File: config.mk
export PLATFORM = sky130hd
export DESIGN_NAME = cpu_ctl_seq
export DESIGN_NICKNAME = d
export VERILOG_FILES = /design/src/rtl/cpu_ctl_pkg.sv /design/src/rtl/ctl_phase_fsm.sv /design/src/rtl/ctl_decode.sv /design/src/rtl/ctl_pc_unit.sv /design/src/rtl/cpu_ctl_seq.sv
export SDC_FILE = /design/constraint.sdc
export NUM_CORES = 1
export LEC_CHECK = 0
export BUFFER_PORTS_ARGS = -buffer_cell sky130_fd_sc_hd__buf_2
export CORE_MARGIN = 2
export CORE_UTILIZATION = 46
export DETAILED_ROUTE_END_ITERATION = 8
export HOLD_SLACK_MARGIN = 0.06
export PLACE_DENSITY_LB_ADDON = 0.05
export RECOVER_POWER = 25
export REMOVE_ABC_BUFFERS = 1
export SETUP_SLACK_MARGIN = 0.5
export SYNTH_ARGS = -nofsm -noshare
export SYNTH_HDL_FRONTEND = slang
export SYNTH_HIERARCHICAL = 1
export SYNTH_SLANG_ARGS = --single-unit
File: constraint.sdc
create_clock -name clk -period 5.27 [get_ports clk]
set_clock_uncertainty 0.2 [all_clocks]
set_input_delay 0.7905 -clock clk [delete_from_list [all_inputs] [get_ports clk]]
set_output_delay 0.7905 -clock clk [all_outputs]
set_load 0.005 [all_outputs]
File: src/rtl/cpu_ctl_pkg.sv
package cpu_ctl_pkg;

   localparam int OP_W     = 16;
   localparam int REG_AW   = 3;
   localparam int NUM_REGS = 1 << REG_AW;
   localparam int FN_W     = 5;

   localparam int FN_HI  = 15;
   localparam int FN_LO  = FN_HI - FN_W + 1;
   localparam int CN_BIT = 10;
   localparam int NA_BIT = 9;
   localparam int SUB_HI = 8;
   localparam int SUB_LO = SUB_HI - REG_AW + 1;
   localparam int RC_HI  = 5;
   localparam int RC_LO  = RC_HI - REG_AW + 1;
   localparam int RA_HI  = 2;
   localparam int RA_LO  = 0;

   typedef enum logic [1:0] {
      PH_FETCH = 2'd0,
      PH_CONST = 2'd1,
      PH_EXEC  = 2'd2
   } phase_e;

   typedef enum logic [2:0] {
      SUB_JMP = 3'b000,
      SUB_U1  = 3'b001,
      SUB_LD  = 3'b010,
      SUB_ST  = 3'b011,
      SUB_BEQ = 3'b100,
      SUB_BNE = 3'b101,
      SUB_LDR = 3'b110,
      SUB_U7  = 3'b111
   } subop_e;

   typedef enum logic [1:0] {
      PCS_HOLD = 2'd0,
      PCS_INC  = 2'd1,
      PCS_VEC  = 2'd2,
      PCS_JUMP = 2'd3
   } pcsel_e;

   typedef enum logic [1:0] {
      WD_PCINC = 2'd0,
      WD_ALU   = 2'd1,
      WD_MEM   = 2'd2,
      WD_PC    = 2'd3
   } wdsel_e;

   typedef struct packed {
      logic   wr_en;
      logic   wa_exc;
      logic   rb_from_rc;
      logic   asel_pc;
      logic   bsel_const;
      logic   mem_we;
      logic   mem_asel;
      logic   ir_load;
      pcsel_e pc_sel;
      wdsel_e wd_sel;
   } ctl_t;

endpackage

File: src/rtl/ctl_phase_fsm.sv
module ctl_phase_fsm
   import cpu_ctl_pkg::*;
(
   input  logic   clk,
   input  logic   rst,
   input  logic   irq,
   input  logic   cn,
   input  logic   flag_clr,
   output phase_e phase,
   output logic   iflag,
   output logic   irq_take
);

   phase_e phase_q, phase_d;
   logic   iflag_q, iflag_d;

   assign irq_take = (phase_q == PH_FETCH) && irq && !rst && !iflag_q;

   always_comb begin
      phase_d = phase_q;
      if (rst || irq_take) begin
         phase_d = PH_FETCH;
      end else begin
         case (phase_q)
            PH_FETCH: phase_d = cn ? PH_CONST : PH_EXEC;
            PH_CONST: phase_d = PH_EXEC;
            default:  phase_d = PH_FETCH;
         endcase
      end
   end

   always_comb begin
      iflag_d = iflag_q;
      if (rst)           iflag_d = 1'b0;
      else if (irq_take) iflag_d = 1'b1;
      else if (flag_clr) iflag_d = 1'b0;
   end

   always_ff @(posedge clk) begin
      phase_q <= phase_d;
      iflag_q <= iflag_d;
   end

   assign phase = phase_q;
   assign iflag = iflag_q;

   assert_fetch_next_R2: assert property (@(posedge clk) disable iff (rst)
      (phase_q == PH_FETCH && !irq_take) |=>
         (phase_q == ($past(cn) ? PH_CONST : PH_EXEC)));

   assert_const_to_exec_R3: assert property (@(posedge clk) disable iff (rst)
      (phase_q == PH_CONST) |=> (phase_q == PH_EXEC));

   assert_exec_to_fetch_R4: assert property (@(posedge clk) disable iff (rst)
      (phase_q == PH_EXEC) |=> (phase_q == PH_FETCH));

   assert_flag_set_R10: assert property (@(posedge clk) disable iff (rst)
      irq_take |=> iflag_q);

   assert_flag_kept_R11: assert property (@(posedge clk) disable iff (rst)
      (iflag_q && !flag_clr) |=> iflag_q);

endmodule

File: src/rtl/ctl_decode.sv
module ctl_decode
   import cpu_ctl_pkg::*;
#(
   parameter int IRQ_REG = 6
)(
   input  logic               clk,
   input  logic               rst,
   input  phase_e             phase,
   input  logic               irq_take,
   input  logic               cn,
   input  logic               zero_a,
   input  logic [OP_W-1:0]    instr,
   output ctl_t               ctl,
   output logic               flag_clr,
   output logic [FN_W-1:0]    alu_fn,
   output logic [REG_AW-1:0]  ra_addr,
   output logic [REG_AW-1:0]  rb_addr,
   output logic [REG_AW-1:0]  wr_addr
);

   localparam logic [REG_AW-1:0] IRQ_ADDR = REG_AW'(IRQ_REG);

   if (IRQ_REG < 0 || IRQ_REG >= NUM_REGS) begin : g_bad_irq_reg
      $error("IRQ_REG outside the register file");
   end

   logic [REG_AW-1:0] f_ra, f_rb, f_rc;
   subop_e            sub;
   logic              taken;

   assign f_ra   = instr[RA_HI:RA_LO];
   assign f_rb   = instr[SUB_HI:SUB_LO];
   assign f_rc   = instr[RC_HI:RC_LO];
   assign sub    = subop_e'(instr[SUB_HI:SUB_LO]);
   assign alu_fn = instr[FN_HI:FN_LO];
   assign taken  = (sub == SUB_BEQ) ? zero_a : !zero_a;

   always_comb begin
      ctl            = '0;
      ctl.pc_sel     = PCS_HOLD;
      ctl.wd_sel     = WD_ALU;
      ctl.bsel_const = instr[CN_BIT];
      flag_clr       = 1'b0;
      if (rst) begin
         ctl.bsel_const = 1'b0;
         ctl.pc_sel     = PCS_VEC;
      end else if (irq_take) begin
         ctl.wr_en  = 1'b1;
         ctl.wa_exc = 1'b1;
         ctl.wd_sel = WD_PC;
         ctl.pc_sel = PCS_VEC;
      end else begin
         case (phase)
            PH_FETCH: begin
               ctl.ir_load = 1'b1;
               ctl.pc_sel  = cn ? PCS_INC : PCS_HOLD;
            end
            PH_CONST: ctl.pc_sel = PCS_HOLD;
            PH_EXEC: begin
               ctl.pc_sel = PCS_INC;
               if (!instr[NA_BIT]) begin
                  ctl.wr_en = 1'b1;
               end else begin
                  case (sub)
                     SUB_JMP: begin
                        ctl.wr_en  = 1'b1;
                        ctl.wd_sel = WD_PCINC;
                        ctl.pc_sel = PCS_JUMP;
                        flag_clr   = (f_ra == IRQ_ADDR);
                     end
                     SUB_LD: begin
                        ctl.wr_en      = 1'b1;
                        ctl.wd_sel     = WD_MEM;
                        ctl.bsel_const = 1'b1;
                        ctl.mem_asel   = 1'b1;
                     end
                     SUB_LDR: begin
                        ctl.wr_en      = 1'b1;
                        ctl.wd_sel     = WD_MEM;
                        ctl.asel_pc    = 1'b1;
                        ctl.bsel_const = 1'b1;
                        ctl.mem_asel   = 1'b1;
                     end
                     SUB_ST: begin
                        ctl.mem_we     = 1'b1;
                        ctl.rb_from_rc = 1'b1;
                        ctl.bsel_const = 1'b1;
                        ctl.mem_asel   = 1'b1;
                     end
                     SUB_BEQ, SUB_BNE: begin
                        ctl.wr_en      = 1'b1;
                        ctl.wd_sel     = WD_PCINC;
                        ctl.asel_pc    = 1'b1;
                        ctl.bsel_const = 1'b1;
                        ctl.pc_sel     = taken ? PCS_JUMP : PCS_INC;
                     end
                     default: ctl.pc_sel = PCS_INC;
                  endcase
               end
            end
            default: ctl.pc_sel = PCS_HOLD;
         endcase
      end
   end

   assign ra_addr = f_ra;
   assign rb_addr = ctl.rb_from_rc ? f_rc : f_rb;
   assign wr_addr = ctl.wa_exc ? IRQ_ADDR : f_rc;

   assert_store_path_R7: assert property (@(posedge clk) disable iff (rst)
      ctl.mem_we |-> (!ctl.wr_en && ctl.mem_asel && rb_addr == instr[RC_HI:RC_LO]));

   assert_irq_save_R10: assert property (@(posedge clk) disable iff (rst)
      irq_take |-> (ctl.wr_en && wr_addr == IRQ_ADDR && ctl.pc_sel == PCS_VEC
                    && !ctl.ir_load));

   assert_const_phase_quiet_R3: assert property (@(posedge clk) disable iff (rst)
      (phase == PH_CONST) |-> (!ctl.wr_en && !ctl.mem_we && ctl.pc_sel == PCS_HOLD));

endmodule

File: src/rtl/ctl_pc_unit.sv
module ctl_pc_unit
   import cpu_ctl_pkg::*;
#(
   parameter int              ADDR_W     = 16,
   parameter logic [ADDR_W-1:0] RST_VEC  = 16'hFD00,
   parameter logic [ADDR_W-1:0] IRQ_VEC  = 16'hFE00,
   parameter bit              INC_RIPPLE = 1'b1
)(
   input  logic              clk,
   input  logic              rst,
   input  pcsel_e            pc_sel,
   input  logic              vec_irq,
   input  logic [ADDR_W-1:0] jump_tgt,
   output logic [ADDR_W-1:0] pc,
   output logic [ADDR_W-1:0] pc_inc
);

   localparam int              HI_W      = ADDR_W - 1;
   localparam logic [ADDR_W-1:0] EVEN_MASK = {{HI_W{1'b1}}, 1'b0};

   if (ADDR_W < 2) begin : g_bad_width
      $error("ADDR_W must be at least 2");
   end
   if (RST_VEC[0] || IRQ_VEC[0]) begin : g_bad_vec
      $error("vectors must be word aligned");
   end

   logic [ADDR_W-1:0] pc_q, pc_nxt, pc_d, vec;
   logic [HI_W-1:0]   hi_inc;

   if (INC_RIPPLE) begin : g_ripple
      always_comb begin
         logic c;
         c = 1'b1;
         for (int i = 0; i < HI_W; i++) begin
            hi_inc[i] = pc_q[i+1] ^ c;
            c         = pc_q[i+1] & c;
         end
      end
   end else begin : g_adder
      assign hi_inc = pc_q[ADDR_W-1:1] + HI_W'(1);
   end

   assign pc_inc = {hi_inc, pc_q[0]};
   assign vec    = vec_irq ? IRQ_VEC : RST_VEC;

   always_comb begin
      case (pc_sel)
         PCS_HOLD: pc_nxt = pc_q;
         PCS_INC:  pc_nxt = pc_inc;
         PCS_VEC:  pc_nxt = vec;
         default:  pc_nxt = jump_tgt;
      endcase
      pc_d = pc_nxt & EVEN_MASK;
   end

   always_ff @(posedge clk) begin
      pc_q <= pc_d;
   end

   assign pc = pc_q;

   assert_pc_advance_R14: assert property (@(posedge clk) disable iff (rst)
      (pc_sel == PCS_INC) |=> (pc_q == $past(pc_q) + ADDR_W'(2)));

   assert_pc_hold_R2: assert property (@(posedge clk) disable iff (rst)
      (pc_sel == PCS_HOLD) |=> $stable(pc_q));

   assert_jump_even_R9: assert property (@(posedge clk) disable iff (rst)
      (pc_sel == PCS_JUMP) |=> (pc_q == ($past(jump_tgt) & EVEN_MASK)));

endmodule

File: src/rtl/cpu_ctl_seq.sv
module cpu_ctl_seq
   import cpu_ctl_pkg::*;
#(
   parameter int                ADDR_W     = 16,
   parameter logic [ADDR_W-1:0] RST_VEC    = 16'hFD00,
   parameter logic [ADDR_W-1:0] IRQ_VEC    = 16'hFE00,
   parameter int                IRQ_REG    = 6,
   parameter bit                INC_RIPPLE = 1'b1
)(
   input  logic              clk,
   input  logic              rst,
   input  logic              irq,
   input  logic              cn_in,
   input  logic [15:0]       instr,
   input  logic              zero_a,
   input  logic [ADDR_W-1:0] jump_tgt,
   output logic [1:0]        phase,
   output logic              irq_flag,
   output logic              ir_load,
   output logic [4:0]        alu_fn,
   output logic [2:0]        ra_addr,
   output logic [2:0]        rb_addr,
   output logic [2:0]        wr_addr,
   output logic              rf_we,
   output logic [1:0]        wd_sel,
   output logic              alu_asel,
   output logic              alu_bsel,
   output logic              mem_we,
   output logic              mem_asel,
   output logic [1:0]        pc_sel,
   output logic [ADDR_W-1:0] pc,
   output logic [ADDR_W-1:0] pc_inc
);

   phase_e ph;
   logic   iflag, irq_take, flag_clr;
   ctl_t   ctl;

   ctl_phase_fsm u_fsm (
      .clk      (clk),
      .rst      (rst),
      .irq      (irq),
      .cn       (cn_in),
      .flag_clr (flag_clr),
      .phase    (ph),
      .iflag    (iflag),
      .irq_take (irq_take)
   );

   ctl_decode #(.IRQ_REG(IRQ_REG)) u_dec (
      .clk      (clk),
      .rst      (rst),
      .phase    (ph),
      .irq_take (irq_take),
      .cn       (cn_in),
      .zero_a   (zero_a),
      .instr    (instr),
      .ctl      (ctl),
      .flag_clr (flag_clr),
      .alu_fn   (alu_fn),
      .ra_addr  (ra_addr),
      .rb_addr  (rb_addr),
      .wr_addr  (wr_addr)
   );

   ctl_pc_unit #(
      .ADDR_W     (ADDR_W),
      .RST_VEC    (RST_VEC),
      .IRQ_VEC    (IRQ_VEC),
      .INC_RIPPLE (INC_RIPPLE)
   ) u_pc (
      .clk      (clk),
      .rst      (rst),
      .pc_sel   (ctl.pc_sel),
      .vec_irq  (irq & ~rst),
      .jump_tgt (jump_tgt),
      .pc       (pc),
      .pc_inc   (pc_inc)
   );

   assign phase    = ph;
   assign irq_flag = iflag;
   assign ir_load  = ctl.ir_load;
   assign rf_we    = ctl.wr_en;
   assign wd_sel   = ctl.wd_sel;
   assign alu_asel = ctl.asel_pc;
   assign alu_bsel = ctl.bsel_const;
   assign mem_we   = ctl.mem_we;
   assign mem_asel = ctl.mem_asel;
   assign pc_sel   = ctl.pc_sel;

   assert_irq_vector_R10: assert property (@(posedge clk) disable iff (rst)
      irq_take |=> (pc == IRQ_VEC && phase == 2'd0));

   assert_r6_jump_clears_R12: assert property (@(posedge clk) disable iff (rst)
      flag_clr |=> !irq_flag);

endmodule

==> results.md <==
* Drt drc at 0
* Number of warnings printed during yosys synthesis at 6
* Share of the cycle needed by the critical path after routing at 84.6%
* CTS H-tree depth at 1
* Setup repair bufs after CTS at 0
* Most frequent standard cell in the layout excluding fill and tap cells: buf_2
* Post-placement cell count at 255
* Slowest Stage Delay on Critical Path at 0.44 ns
* Worst-Margin Slew at 0.820 ns
* Number of global-route vias before repair at approximately 1,100
* Core Rows at 20
* Worst-path cell with the longest stage delay: edfxtp_1
* Number of buffers added on ports at 82
* PwrDens at 214 mW/mm²
* Max-slew headroom at the worst pin at 44.9%
* Number of endpoints failing setup at the final stage at 0
* Hold_buf cts at 0
* Shortest period the worst path allows at roughly 4.5 ns
* Global placement routability congestion at 0.762
* Filler cell count in the final layout at between 300 and 400
* Final setup slack of the worst path at just over 0.8 ns
* Final total power at ~400 µW
* Die Y-Extent at 60.5 µm
* NumNets Final at around 270
* Crit path launch type: flip-flop
* Die area at 0.00366 mm²
* Vias at 1,267
* Fin cells at 259
* CP max FO at 3
* Area taken by multi-input logic gates at 773 µm²
* Synthesis-to-finish area growth at 25.0%
* Outcome: completed
* Die Wd at 60.5 µm
* Initial Util at 48.1%
* CP required at 4.28 ns
* Per-instance average area after synthesis at 10.3 µm²
* Unrepaired setup endpoints after global routing: false
* Hold Violations, Final at 0
* Mapped cell area at ~0.0015 mm²
* Classification of the worst setup path: reg -> out
* Vias per cell at 4.89
* Grt ovf at 0
* Total wirelength of the detailed-routed design at 3.21 mm
* Number of detailed-routing iterations run before antenna repair at 4
* Top library cells by usage in the layout, fill and taps aside: 72 x buf_2, 15 x edfxtp_1, 13 x inv_1, 13 x ha_1, 10 x clkbuf_1
* Worst hold path type: reg -> reg
* Post-DRT Antenna Nets at 0
* Standard cell core area at ~0.003 mm²
* Antenna violations before repair at 0
* DR iter-0 viols at 54
* Number of max-slew violations in the final report at 0
* First-pass GRT wire length at 4.96 mm
* Highest clock frequency the design can meet at 224 MHz
* Leak Pwr at 0.951 nW
* Footprint of the flip-flops and latches at slightly above 500 µm²
* Critical Path AT at 3.47 ns
* Global-route usage over all layers at 18.1%
* Number of instances in the synthesized netlist at 143
* Antenna fix cells at 0
* Top Ports at 96
* Clock buffers created by TritonCTS at 3
* Clk Tree Root Cell: clkbuf_4
* Ordered list of cells on the worst path: ha_1 > ha_1 > ha_1 > ha_1 > ha_1 > ha_1 > ha_1 > ha_1 > ha_1 > ha_1 > ha_1 > ha_1 > ha_1 > xor2_1 > buf_2
* Register clock-pin slew on the reported worst setup and hold paths at approximately 0.11 ns
* Clock tree buffer depth at 2
* Clock tree from TritonCTS: done
* Worst-Skew Late Latency at about 0.29 ns
* Number of gates given a new drive strength after cts at 0
* DP Wirelength at 2.49 mm
* Pin count of the biggest net entering global routing at 25
* Pre-CTS WS at 1.11 ns
* Total Neg Setup Slack at 0 ns
* Most prevalent standard cell on the critical path: ha_1
* Number of clock sinks seen by CTS at 18
* VDD IR max at 95.9 µV
* Fraction of final layout cells sized beyond drive strength 1 at 41.9%
* Critical path endpoint category: output pin
* Average wire per standard cell at approximately 12 µm
* Max-cap violations at 0
metrics by stage:
| stage | hold slack, ns | cell area [µm²] | util, % |
|---|---|---|---|
| 3_5_place_dp | 0.357 | 1830 | 59.8 |
| 2_1_floorplan | 0.333 | 1320 | - |
| 6_report | 0.371 | 1830 | 60.1 |
| 3_3_place_gp | 0.332 | 1830 | 59.8 |
| 5_1_grt | 0.433 | 1830 | 60.1 |
| 4_1_cts | 0.374 | 1850 | 60.7 |
where the power goes:
| part | total [mW] | internal, mW | switching, mW |
|---|---|---|---|
| logic | 0.131 | 0.0648 | 0.0663 |
| registers | 0.188 | 0.176 | 0.0124 |
| clock network | 0.0733 | 0.0276 | 0.0457 |
| total | 0.392 | 0.268 | 0.124 |
sequential cells by signal (all words and copies together), names as in the netlist:
register     flops
u_fsm/iflag      1
u_fsm/phase      2
u_pc/pc         15
per-layer routing:
layer  track usage, %  up-vias  wire length [µm]
li1                 -      642                 -
met1             24.6      569              1400
met2             27.5       54              1550
met3             5.54        2               245
met4             5.90        0                15
met5                0        -                 0
final cells by class:
| class | instances | share of cell area, % |
|---|---|---|
| multi-input combinational | 95 | 42.2 |
| sequential | 18 | 27.8 |
| timing repair buffer | 85 | 22.9 |
| tap | 44 | 3.00 |
| inverter | 13 | 2.66 |
| clock buffer | 3 | 1.23 |
| clock inverter | 1 | 0.205 |
final timing paths:
check / startpoint / to / slack (ns) / cells after the start
setup / recovery: u_pc/pc[1] / pc_inc[15] / 0.81 / 15
hold / removal: u_fsm/iflag / u_fsm/iflag / 0.37 / 2
setup reg to reg: u_pc/pc[1] / u_pc/pc[15] / 1.61 / 15
hold reg to reg: u_fsm/iflag / u_fsm/iflag / 0.37 / 2
critical path, delay by kind of cell, from the launching register on:
kind | cells | cell delay, ns
xor+xnor | 1 | 0.20
fa+ha+maj | 13 | 2.39
buf+inv | 1 | 0.15
flops | 1 | 0.44
(Power assumes the default switching activity.)
